[config.mk]
export PLATFORM = sky130hd
export DESIGN_NAME = pll_fbdiv_search
export DESIGN_NICKNAME = d
export VERILOG_FILES = /design/src/rtl/pll_search_pkg.sv /design/src/rtl/pll_restoring_div.sv /design/src/rtl/pll_loop_cfg.sv /design/src/rtl/pll_fbdiv_search.sv
export SDC_FILE = /design/constraint.sdc
export NUM_CORES = 2
export LEC_CHECK = 0
export BUFFER_PORTS_ARGS = -buffer_cell sky130_fd_sc_hd__buf_2
export CORE_MARGIN = 5
export CORE_UTILIZATION = 57
export DETAILED_ROUTE_END_ITERATION = 8
export PLACE_DENSITY = 0.75
export SYNTH_ARGS = -nofsm -noshare
export SYNTH_HDL_FRONTEND = slang
export SYNTH_SLANG_ARGS = --single-unit
[constraint.sdc]
create_clock -name clk -period 6.3 [get_ports clk]
set_input_delay 1.26 -clock clk [delete_from_list [all_inputs] [get_ports clk]]
set_output_delay 1.26 -clock clk [all_outputs]
set_load 0.005 [all_outputs]
[src/rtl/pll_search_pkg.sv]
// Shared constants and types for the feedback multiplier search engine.
// Assumes all frequencies are unsigned integers in kHz.
package pll_search_pkg;
    parameter int          FREQ_W     = 32;
    parameter int          MULT_W     = 7;
    parameter int          CDIV_W     = 6;
    parameter int          MULT_LO    = 25;
    parameter int          MULT_HI    = 125;
    parameter longint      VCO_LO_KHZ = 1500000;
    parameter longint      VCO_HI_KHZ = 3000000;
    parameter int          TOL_KHZ    = 10000;

    typedef enum logic [1:0] {
        ST_IDLE = 2'd0,
        ST_SCAN = 2'd1,
        ST_CORE = 2'd2,
        ST_MCU  = 2'd3
    } scan_state_t;

    typedef struct packed {
        logic [3:0] cp;
        logic [3:0] res;
        logic [1:0] lf;
        logic [9:0] lock_cnt;
        logic [6:0] lock_win;
    } loop_cfg_t;
endpackage

[src/rtl/pll_restoring_div.sv]
// Restoring unsigned divider, one quotient bit per cycle.
// A start pulse captures the operands; done pulses W cycles later with
// quotient and remainder valid. Assumes divisor is nonzero at start.
module pll_restoring_div #(
    parameter int W = 32
) (
    input  logic         clk,
    input  logic         rst_n,
    input  logic         start_i,
    input  logic [W-1:0] dividend_i,
    input  logic [W-1:0] divisor_i,
    output logic         done_o,
    output logic [W-1:0] quot_o,
    output logic [W-1:0] rem_o
);
    localparam int CW = $clog2(W + 1);

    logic [W-1:0]  rem_q, quo_q, dvs_q, dvd_q;
    logic [CW-1:0] cnt_q;
    logic          run_q, done_q;
    logic [W:0]    trial;
    logic          fits;

    // Shift in the next dividend bit and test against the divisor.
    always_comb begin
        trial = {rem_q, quo_q[W-1]};
        fits  = trial >= {1'b0, dvs_q};
    end

    // Operand capture and iteration.
    always_ff @(posedge clk) begin
        if (!rst_n) begin
            rem_q  <= '0;
            quo_q  <= '0;
            dvs_q  <= '0;
            dvd_q  <= '0;
            cnt_q  <= '0;
            run_q  <= 1'b0;
            done_q <= 1'b0;
        end else begin
            done_q <= 1'b0;
            if (start_i) begin
                rem_q <= '0;
                quo_q <= dividend_i;
                dvs_q <= divisor_i;
                dvd_q <= dividend_i;
                cnt_q <= CW'(W);
                run_q <= 1'b1;
            end else if (run_q) begin
                rem_q <= fits ? W'(trial - {1'b0, dvs_q}) : trial[W-1:0];
                quo_q <= {quo_q[W-2:0], fits};
                cnt_q <= cnt_q - CW'(1);
                if (cnt_q == CW'(1)) begin
                    run_q  <= 1'b0;
                    done_q <= 1'b1;
                end
            end
        end
    end

    assign done_o = done_q;
    assign quot_o = quo_q;
    assign rem_o  = rem_q;

    p_div_exact_r5: assert property (@(posedge clk) disable iff (!rst_n)
        done_q |-> (({{W{1'b0}}, quo_q} * {{W{1'b0}}, dvs_q}) + {{W{1'b0}}, rem_q}
                    == {{W{1'b0}}, dvd_q}) && (rem_q < dvs_q));
    p_div_nonzero_r7: assert property (@(posedge clk) disable iff (!rst_n)
        start_i |-> divisor_i != '0);
endmodule

[src/rtl/pll_loop_cfg.sv]
// Loop-filter and lock settings selected by the feedback multiplier.
// Pure combinational; multipliers below the scan range map to the lowest row.
module pll_loop_cfg
    import pll_search_pkg::*;
#(
    parameter int M_W = MULT_W
) (
    input  logic [M_W-1:0] mult_i,
    output loop_cfg_t      cfg_o
);
    logic [31:0] m;
    assign m = 32'(mult_i);

    // Charge-pump and resistor codes by multiplier band.
    always_comb begin
        cfg_o.lf       = 2'd3;
        cfg_o.lock_win = 7'd63;
        if      (m <= 32'd26)  begin cfg_o.cp = 4'd3; cfg_o.res = 4'd10; end
        else if (m <= 32'd30)  begin cfg_o.cp = 4'd4; cfg_o.res = 4'd6;  end
        else if (m <= 32'd32)  begin cfg_o.cp = 4'd6; cfg_o.res = 4'd1;  end
        else if (m == 32'd33)  begin cfg_o.cp = 4'd4; cfg_o.res = 4'd10; end
        else if (m <= 32'd38)  begin cfg_o.cp = 4'd5; cfg_o.res = 4'd6;  end
        else if (m <= 32'd50)  begin cfg_o.cp = 4'd3; cfg_o.res = 4'd12; end
        else if (m <= 32'd82)  begin cfg_o.cp = 4'd3; cfg_o.res = 4'd2;  end
        else if (m <= 32'd102) begin cfg_o.cp = 4'd4; cfg_o.res = 4'd2;  end
        else if (m <= 32'd106) begin cfg_o.cp = 4'd5; cfg_o.res = 4'd2;  end
        else                   begin cfg_o.cp = 4'd3; cfg_o.res = 4'd4;  end

        if      (m <= 32'd37) cfg_o.lock_cnt = 10'd1000;
        else if (m >= 32'd61) cfg_o.lock_cnt = 10'd600;
        else if (m <= 32'd42) cfg_o.lock_cnt = 10'(32'd1000 - 32'd25 * (m - 32'd37));
        else if (m <= 32'd44) cfg_o.lock_cnt = 10'd850;
        else if (m == 32'd45) cfg_o.lock_cnt = 10'd825;
        else if (m == 32'd46) cfg_o.lock_cnt = 10'd800;
        else if (m <= 32'd48) cfg_o.lock_cnt = 10'd775;
        else if (m <= 32'd50) cfg_o.lock_cnt = 10'd750;
        else if (m == 32'd51) cfg_o.lock_cnt = 10'd725;
        else if (m <= 32'd53) cfg_o.lock_cnt = 10'd700;
        else if (m <= 32'd55) cfg_o.lock_cnt = 10'd675;
        else if (m <= 32'd57) cfg_o.lock_cnt = 10'd650;
        else                  cfg_o.lock_cnt = 10'd625;
    end
endmodule

[src/rtl/pll_fbdiv_search.sv]
// Feedback multiplier search engine. On start it scans multipliers from the
// top of the range downward, checking the oscillator window and the core
// divisor tolerance, then derives the microcontroller divisor.
// Assumes operands are stable only at the accepting start edge.
module pll_fbdiv_search
    import pll_search_pkg::*;
#(
    parameter int FW = FREQ_W,
    parameter int MW = MULT_W,
    parameter int DW = CDIV_W
) (
    input  logic          clk,
    input  logic          rst_n,
    input  logic          start_i,
    input  logic [FW-1:0] ref_khz_i,
    input  logic [FW-1:0] core_khz_i,
    input  logic [FW-1:0] mcu_khz_i,
    output logic          busy_o,
    output logic          done_o,
    output logic          err_o,
    output logic [MW-1:0] mult_o,
    output logic [DW-1:0] core_div_o,
    output logic [FW-1:0] mcu_div_o,
    output logic [3:0]    cp_code_o,
    output logic [3:0]    res_code_o,
    output logic [1:0]    lf_code_o,
    output logic [9:0]    lock_cnt_o,
    output logic [6:0]    lock_win_o
);
    localparam int          VW    = FW + MW;
    localparam logic [VW-1:0] V_LO = VW'(VCO_LO_KHZ);
    localparam logic [VW-1:0] V_HI = VW'(VCO_HI_KHZ);
    localparam logic [FW-1:0] TOL  = FW'(TOL_KHZ);
    localparam logic [FW:0]   DMAX = (FW+1)'((1 << DW) - 1);

    scan_state_t   st_q;
    logic [MW-1:0] mult_q, res_mult_q;
    logic [FW-1:0] ref_q, core_q, mcu_q, pll_q, mcu_div_q;
    logic [VW-1:0] vco_q, vco_w;
    logic [DW-1:0] core_div_q;
    logic          busy_q, done_q, err_q;
    logic          in_win, last_cand, rnd_dn, rnd_up, core_ok;
    logic [FW-1:0] pll_w, mcu_div_w;
    logic [FW:0]   cand;
    logic          div_start, div_done;
    logic [FW-1:0] div_dvd, div_dvs, div_quo, div_rem;
    loop_cfg_t     cfg;

    // Oscillator frequency of the current candidate and its halved clock.
    always_comb begin
        vco_w     = VW'(mult_q) * VW'(ref_q);
        in_win    = (vco_w >= V_LO) && (vco_w <= V_HI);
        pll_w     = FW'((vco_w + VW'(1)) >> 1);
        last_cand = mult_q == MW'(MULT_LO);
    end

    // Core divisor with round-down preferred over round-up, then range check.
    always_comb begin
        rnd_dn    = div_rem < TOL;
        rnd_up    = (core_q - div_rem) < TOL;
        cand      = {1'b0, div_quo} + ((rnd_dn) ? '0 : (FW+1)'(1));
        core_ok   = (rnd_dn || rnd_up) && (cand <= DMAX);
        mcu_div_w = div_quo + (((mcu_q - div_rem) < TOL) ? FW'(1) : FW'(0));
    end

    // Divider operand routing: core division from scan, then MCU division.
    always_comb begin
        div_start = 1'b0;
        div_dvd   = pll_w;
        div_dvs   = core_q;
        if (st_q == ST_SCAN) begin
            div_start = in_win;
        end else if (st_q == ST_CORE) begin
            div_start = div_done && core_ok;
            div_dvd   = pll_q;
            div_dvs   = mcu_q;
        end
    end

    pll_restoring_div #(.W(FW)) u_div (
        .clk        (clk),
        .rst_n      (rst_n),
        .start_i    (div_start),
        .dividend_i (div_dvd),
        .divisor_i  (div_dvs),
        .done_o     (div_done),
        .quot_o     (div_quo),
        .rem_o      (div_rem)
    );

    // Search sequencer: capture, scan, evaluate, report.
    always_ff @(posedge clk) begin
        if (!rst_n) begin
            st_q       <= ST_IDLE;
            mult_q     <= MW'(MULT_HI);
            res_mult_q <= '0;
            ref_q      <= '0;
            core_q     <= '0;
            mcu_q      <= '0;
            pll_q      <= '0;
            vco_q      <= '0;
            core_div_q <= '0;
            mcu_div_q  <= '0;
            busy_q     <= 1'b0;
            done_q     <= 1'b0;
            err_q      <= 1'b0;
        end else begin
            unique case (st_q)
                ST_IDLE: if (start_i) begin
                    done_q     <= 1'b0;
                    res_mult_q <= '0;
                    core_div_q <= '0;
                    mcu_div_q  <= '0;
                    if (core_khz_i == '0 || mcu_khz_i == '0) begin
                        err_q <= 1'b1;
                    end else begin
                        err_q  <= 1'b0;
                        busy_q <= 1'b1;
                        st_q   <= ST_SCAN;
                        mult_q <= MW'(MULT_HI);
                        ref_q  <= ref_khz_i;
                        core_q <= core_khz_i;
                        mcu_q  <= mcu_khz_i;
                    end
                end
                ST_SCAN: begin
                    if (in_win) begin
                        vco_q <= vco_w;
                        pll_q <= pll_w;
                        st_q  <= ST_CORE;
                    end else if (last_cand) begin
                        err_q  <= 1'b1;
                        busy_q <= 1'b0;
                        st_q   <= ST_IDLE;
                    end else begin
                        mult_q <= mult_q - MW'(1);
                    end
                end
                ST_CORE: if (div_done) begin
                    if (core_ok) begin
                        core_div_q <= cand[DW-1:0];
                        st_q       <= ST_MCU;
                    end else if (last_cand) begin
                        err_q  <= 1'b1;
                        busy_q <= 1'b0;
                        st_q   <= ST_IDLE;
                    end else begin
                        mult_q <= mult_q - MW'(1);
                        st_q   <= ST_SCAN;
                    end
                end
                ST_MCU: if (div_done) begin
                    mcu_div_q  <= mcu_div_w;
                    res_mult_q <= mult_q;
                    done_q     <= 1'b1;
                    busy_q     <= 1'b0;
                    st_q       <= ST_IDLE;
                end
                default: st_q <= ST_IDLE;
            endcase
        end
    end

    pll_loop_cfg #(.M_W(MW)) u_cfg (
        .mult_i (res_mult_q),
        .cfg_o  (cfg)
    );

    assign busy_o     = busy_q;
    assign done_o     = done_q;
    assign err_o      = err_q;
    assign mult_o     = res_mult_q;
    assign core_div_o = core_div_q;
    assign mcu_div_o  = mcu_div_q;
    assign cp_code_o  = cfg.cp;
    assign res_code_o = cfg.res;
    assign lf_code_o  = cfg.lf;
    assign lock_cnt_o = cfg.lock_cnt;
    assign lock_win_o = cfg.lock_win;

    p_zero_err_r1: assert property (@(posedge clk) disable iff (!rst_n)
        start_i && !busy_o && (core_khz_i == '0 || mcu_khz_i == '0) |=> err_o && !busy_o);
    p_mult_range_r2: assert property (@(posedge clk) disable iff (!rst_n)
        busy_o |-> (mult_q >= MW'(MULT_LO)) && (mult_q <= MW'(MULT_HI)));
    p_scan_down_r2: assert property (@(posedge clk) disable iff (!rst_n)
        busy_o && $past(busy_o) |-> mult_q <= $past(mult_q));
    p_vco_window_r3: assert property (@(posedge clk) disable iff (!rst_n)
        $rose(done_o) |-> (vco_q >= V_LO) && (vco_q <= V_HI));
    p_ignore_start_r10: assert property (@(posedge clk) disable iff (!rst_n)
        busy_o && start_i |=> $stable(ref_q) && $stable(core_q) && $stable(mcu_q));
    p_excl_flags_r11: assert property (@(posedge clk) disable iff (!rst_n)
        !(done_o && err_o));
    p_hold_results_r11: assert property (@(posedge clk) disable iff (!rst_n)
        (done_o || err_o) && !start_i |=> $stable(mult_o) && $stable(core_div_o)
            && $stable(mcu_div_o) && $stable(done_o) && $stable(err_o));
endmodule

==> impl_results.md <==
* Setup Crit Path Kind: flip-flop to flip-flop
* Longest Clk Path Bufs at 3
* Simple-gate area share of the yosys netlist at 24.20%
* Drt first pass iters at 6
* Compound-Gate Fraction of Synth Area at 19.71%
* Cell count after synthesis at 3549
* Fin crit period at 6.225 ns
* Syn Area/Cell at 7.748 µm²
* Worst path required time at 6.70 ns
* Final wirelength at 82800 µm
* Antenna fix cells at 0
* Sequential cell area at 0.005812 mm²
* Average wire per standard cell at 18.54 µm
* Crit-path slowest cell: fa_1
* Drt initial violations at 2480
* Crit path top cell by count: fa_1
* Die Footprint at 0.05273 mm²
* Max_cap viols at 0
* Number of buffers added on ports at 163
* Crit path DAT at 6.63 ns
* Yosys reg bits at 289
* Synth warn at 0
* Vias in the first global route at 24.39k
* Fill cells at 3820
* Pin count of the biggest net entering global routing at 128
* Final Cell Area at 0.03328 mm²
* Status: complete, no violations
* Crit Path Max Fanout at 7
* Clock share of power at 23.0%
* Die Span Y at 229.6 µm
* Reg power frac at 21.3%
* Core area at 0.04775 mm²
* Net Sw Power at 3734 µW
* Routability cong. at 0.9587
* Grt total ovfl at 0
* HP Class: flip-flop to flip-flop
* Max IR drop VDD at 0.2021 mV
* Synth unique cells at 102
* Clock Latency Late Sink at 0.56 ns
* Starting density of the core at 57.59%
* Via count at 26.84k
* Nets@finish at 4268
* Max_slew headroom at 28.04%
* Post-synthesis mux area share at 3.121%
* Antenna viol nets, final at 0
* Internal power at 5440 µW
* Crit-path cells: buf_6 > and2_4 > fa_1 > fa_1 > fa_1 > inv_1 > fa_1 > inv_1 > ha_4 > nand2_4 > nor4_2 > buf_4 > o211ai_1 > nand3_1 > nand2_1 > mux2_4 > or4_4 > and4bb_1 > and4_4 > a32oi_4 > a2111oi_1 > a211oi_1
* Lkg Pwr at 0.01415 µW
* Worst Skew at 0.01286 ns
* PwrDens at 275.6 mW/mm²
* Synth-to-Final Area Change at 21.04%
* Post-synth ARST share at 0%
* Ports at 174
* First-pass GRT wire length at 127500 µm
* Final period util at 98.80%
* Hold Buf Count CTS at 0
* Die width at 229.6 µm
* Commonest non-fill, non-tap cell in the layout: nand2_1
* Commonest cells after routing, fill and taps aside: nand2_1, nor2_1, dfxtp_1, a21oi_1, inv_1
* Unrepaired setup endpoints after global routing: yes
* Endpoints failing hold at 0
* Max Used Layer: met5
* Net Sw Frac at 40.70%
* Synth Area in XOR/XNOR at 5.155%
* CTS root buf: clkbuf_16
* Cell Area, Placed at 0.03034 mm²
* Hold WS at 0.4503 ns
* M1 wire length at 38020 µm
* Clock Sinks at 289
* Setup crit start kind: flip-flop
* H-tree depth at 2
* CTS tree: built
* Via density at 6.009
* DR WL met3 at 7528 µm
* Global-route usage over all layers at 28.76%
* CP endpoint kind: flip-flop
* Post-synth EDFFs at 0
* Register area share after synthesis at 21.04%
* Adder-Cell Fraction of Synth Area at 19.87%
* FMAX at 160.7 MHz
* Footprint of the multi-input gates at 0.02115 mm²
* Power Total at 9173 µW
* Worst slew pin tran at 1.079 ns
* DRC errors left at 0
* # rows at 80
* Setup violators final at 0
* CTS buffer count at 35
* Ys flop type: dfxtp_1
* Initial antenna violation count at 2
* Ratio of cells with drive above 1 in the final layout at 20.28%
* Combinational cell fraction of total power at 55.7%
* Post-synthesis cell area at 0.02750 mm²
* Clock-pin slew on the worst setup and hold paths at 0.06 ns
* Slowest Stage Delay on Critical Path at 0.57 ns
* Largest family of logic cells by synthesized area: simple AND/OR/NAND/NOR gates
* Met2 WL at 35540 µm
* Max Slew Vio Count at 0
* Hpwl dp at 61150 µm
* Total negative slack at 0 ns
==> flip-flops by register name (all words and copies together) (netlist names) <==
register and count:
mcu_div_o 32, pll_q 32, mcu_q 32, u_div.quot_o 32, u_div.cnt_q 6, mult_q 7
u_div.dvs_q 32, u_div.rem_o 32, core_q 32, st_q 2, core_div_o 6, mult_o 7
busy_o 1, ref_q 32, u_div.done_o 1, done_o 1, err_o 1, u_div.run_q 1
==> synthesized netlist by cell type (16+ instances only) <==
cell type / number / area [µm²]
nand2_1: 463 / 1738
nor2_1: 294 / 1104
dfxtp_1: 289 / 5786
a21oi_1: 276 / 1381
inv_1: 263 / 987.2
and2_1: 190 / 1189
ha_1: 187 / 2340
fa_1: 156 / 3123
clkbuf_1: 148 / 555.5
a211oi_1: 122 / 915.9
o21ai_0: 104 / 520.5
xnor2_1: 97 / 849.6
nand3_1: 87 / 435.4
mux2i_1: 70 / 700.7
nor3_1: 64 / 320.3
xor2_1: 63 / 551.8
a21o_1: 42 / 315.3
and3_1: 40 / 250.2
nand4_1: 39 / 244.0
a22oi_1: 38 / 285.3
nor4_1: 38 / 237.7
o211ai_1: 38 / 285.3
buf_2: 32 / 160.2
nand2b_1: 30 / 187.7
o21a_1: 30 / 225.2
nor2b_1: 29 / 181.4
a31oi_1: 27 / 168.9
or3_1: 16 / 100.1
==> worst paths after layout <==
check                                        end    startpoint  cells after the start  slack (ns)
worst min-delay path                mcu_div_o[2]  mcu_div_o[2]                      2        0.45
worst min register to register      mcu_div_o[2]  mcu_div_o[2]                      2        0.45
worst max register to register  u_div.quot_o[24]     mult_q[3]                     22        0.08
worst max-delay path            u_div.quot_o[24]     mult_q[3]                     22        0.08
==> timing repair <==
| item | in CTS | in global routing |
|---|---|---|
| gates resized for setup | 36 | 258 |
| pin swaps | 7 | 178 |
| buffers inserted | 3 | 18 |
| gates cloned | 0 | 11 |
| endpoints found under the setup margin | 118 | 170 |
| endpoints found under the hold margin | 0 | 0 |
==> power groups by stage <==
stage / combinational (µW) / sequential, µW / clock [µW]
floorplan: 2640 / 1960 / 0
global placement: 4150 / 1990 / 0
detailed placement: 4210 / 1990 / 0
CTS: 4300 / 1950 / 2130
global route: 5560 / 1960 / 2200
finish: 5110 / 1950 / 2110
==> kinds of logic after synthesis <==
kind of cell,Yosys count
AO/OA/AOI/OAI,827
XOR/XNOR,161
adder cells (fa/ha/maj),343
buffers and inverters,474
flip-flops,289
multiplexers,84
other,2
AND/OR/NAND/NOR,1369
==> stage by stage <==
step / utilization [%] / std cells / setup slack, ns
finish: 69.71 / 4466 / 0.07544
global route: 69.71 / 4466 / -0.1354
CTS: 66.33 / 4437 / 0.002609
detailed placement: 63.54 / 4372 / -0.3272
global placement: 63.54 / 4372 / -0.2324
floorplan: - / 3557 / 0.0006346
==> metal layers <==
layer | track usage, % | vias up
met4 | 6.521 | 4
met2 | 41.94 | 1059
met3 | 6.292 | 116
met5 | 0 | -
met1 | 43.47 | 12820
li1 | - | 12840
==> layout make-up <==
class | count | area share [%]
tap | 615 | 2.312
multi-input combinational | 2794 | 63.55
inverter | 264 | 2.992
sequential | 289 | 17.46
timing repair buffer | 442 | 10.17
clock inverter | 22 | 0.7669
clock buffer | 40 | 2.748
==> worst max-delay path: cells and delay by family, from the launching register on <==
kind	cells	cell delay, ns
adder cells (fa/ha/maj)	5	2.43
AND/OR/NAND/NOR	8	1.69
AO/OA/AOI/OAI	4	0.83
buffers and inverters	4	0.43
flip-flops	1	0.36
multiplexers	1	0.30
Power figures use the tool's default switching activity.
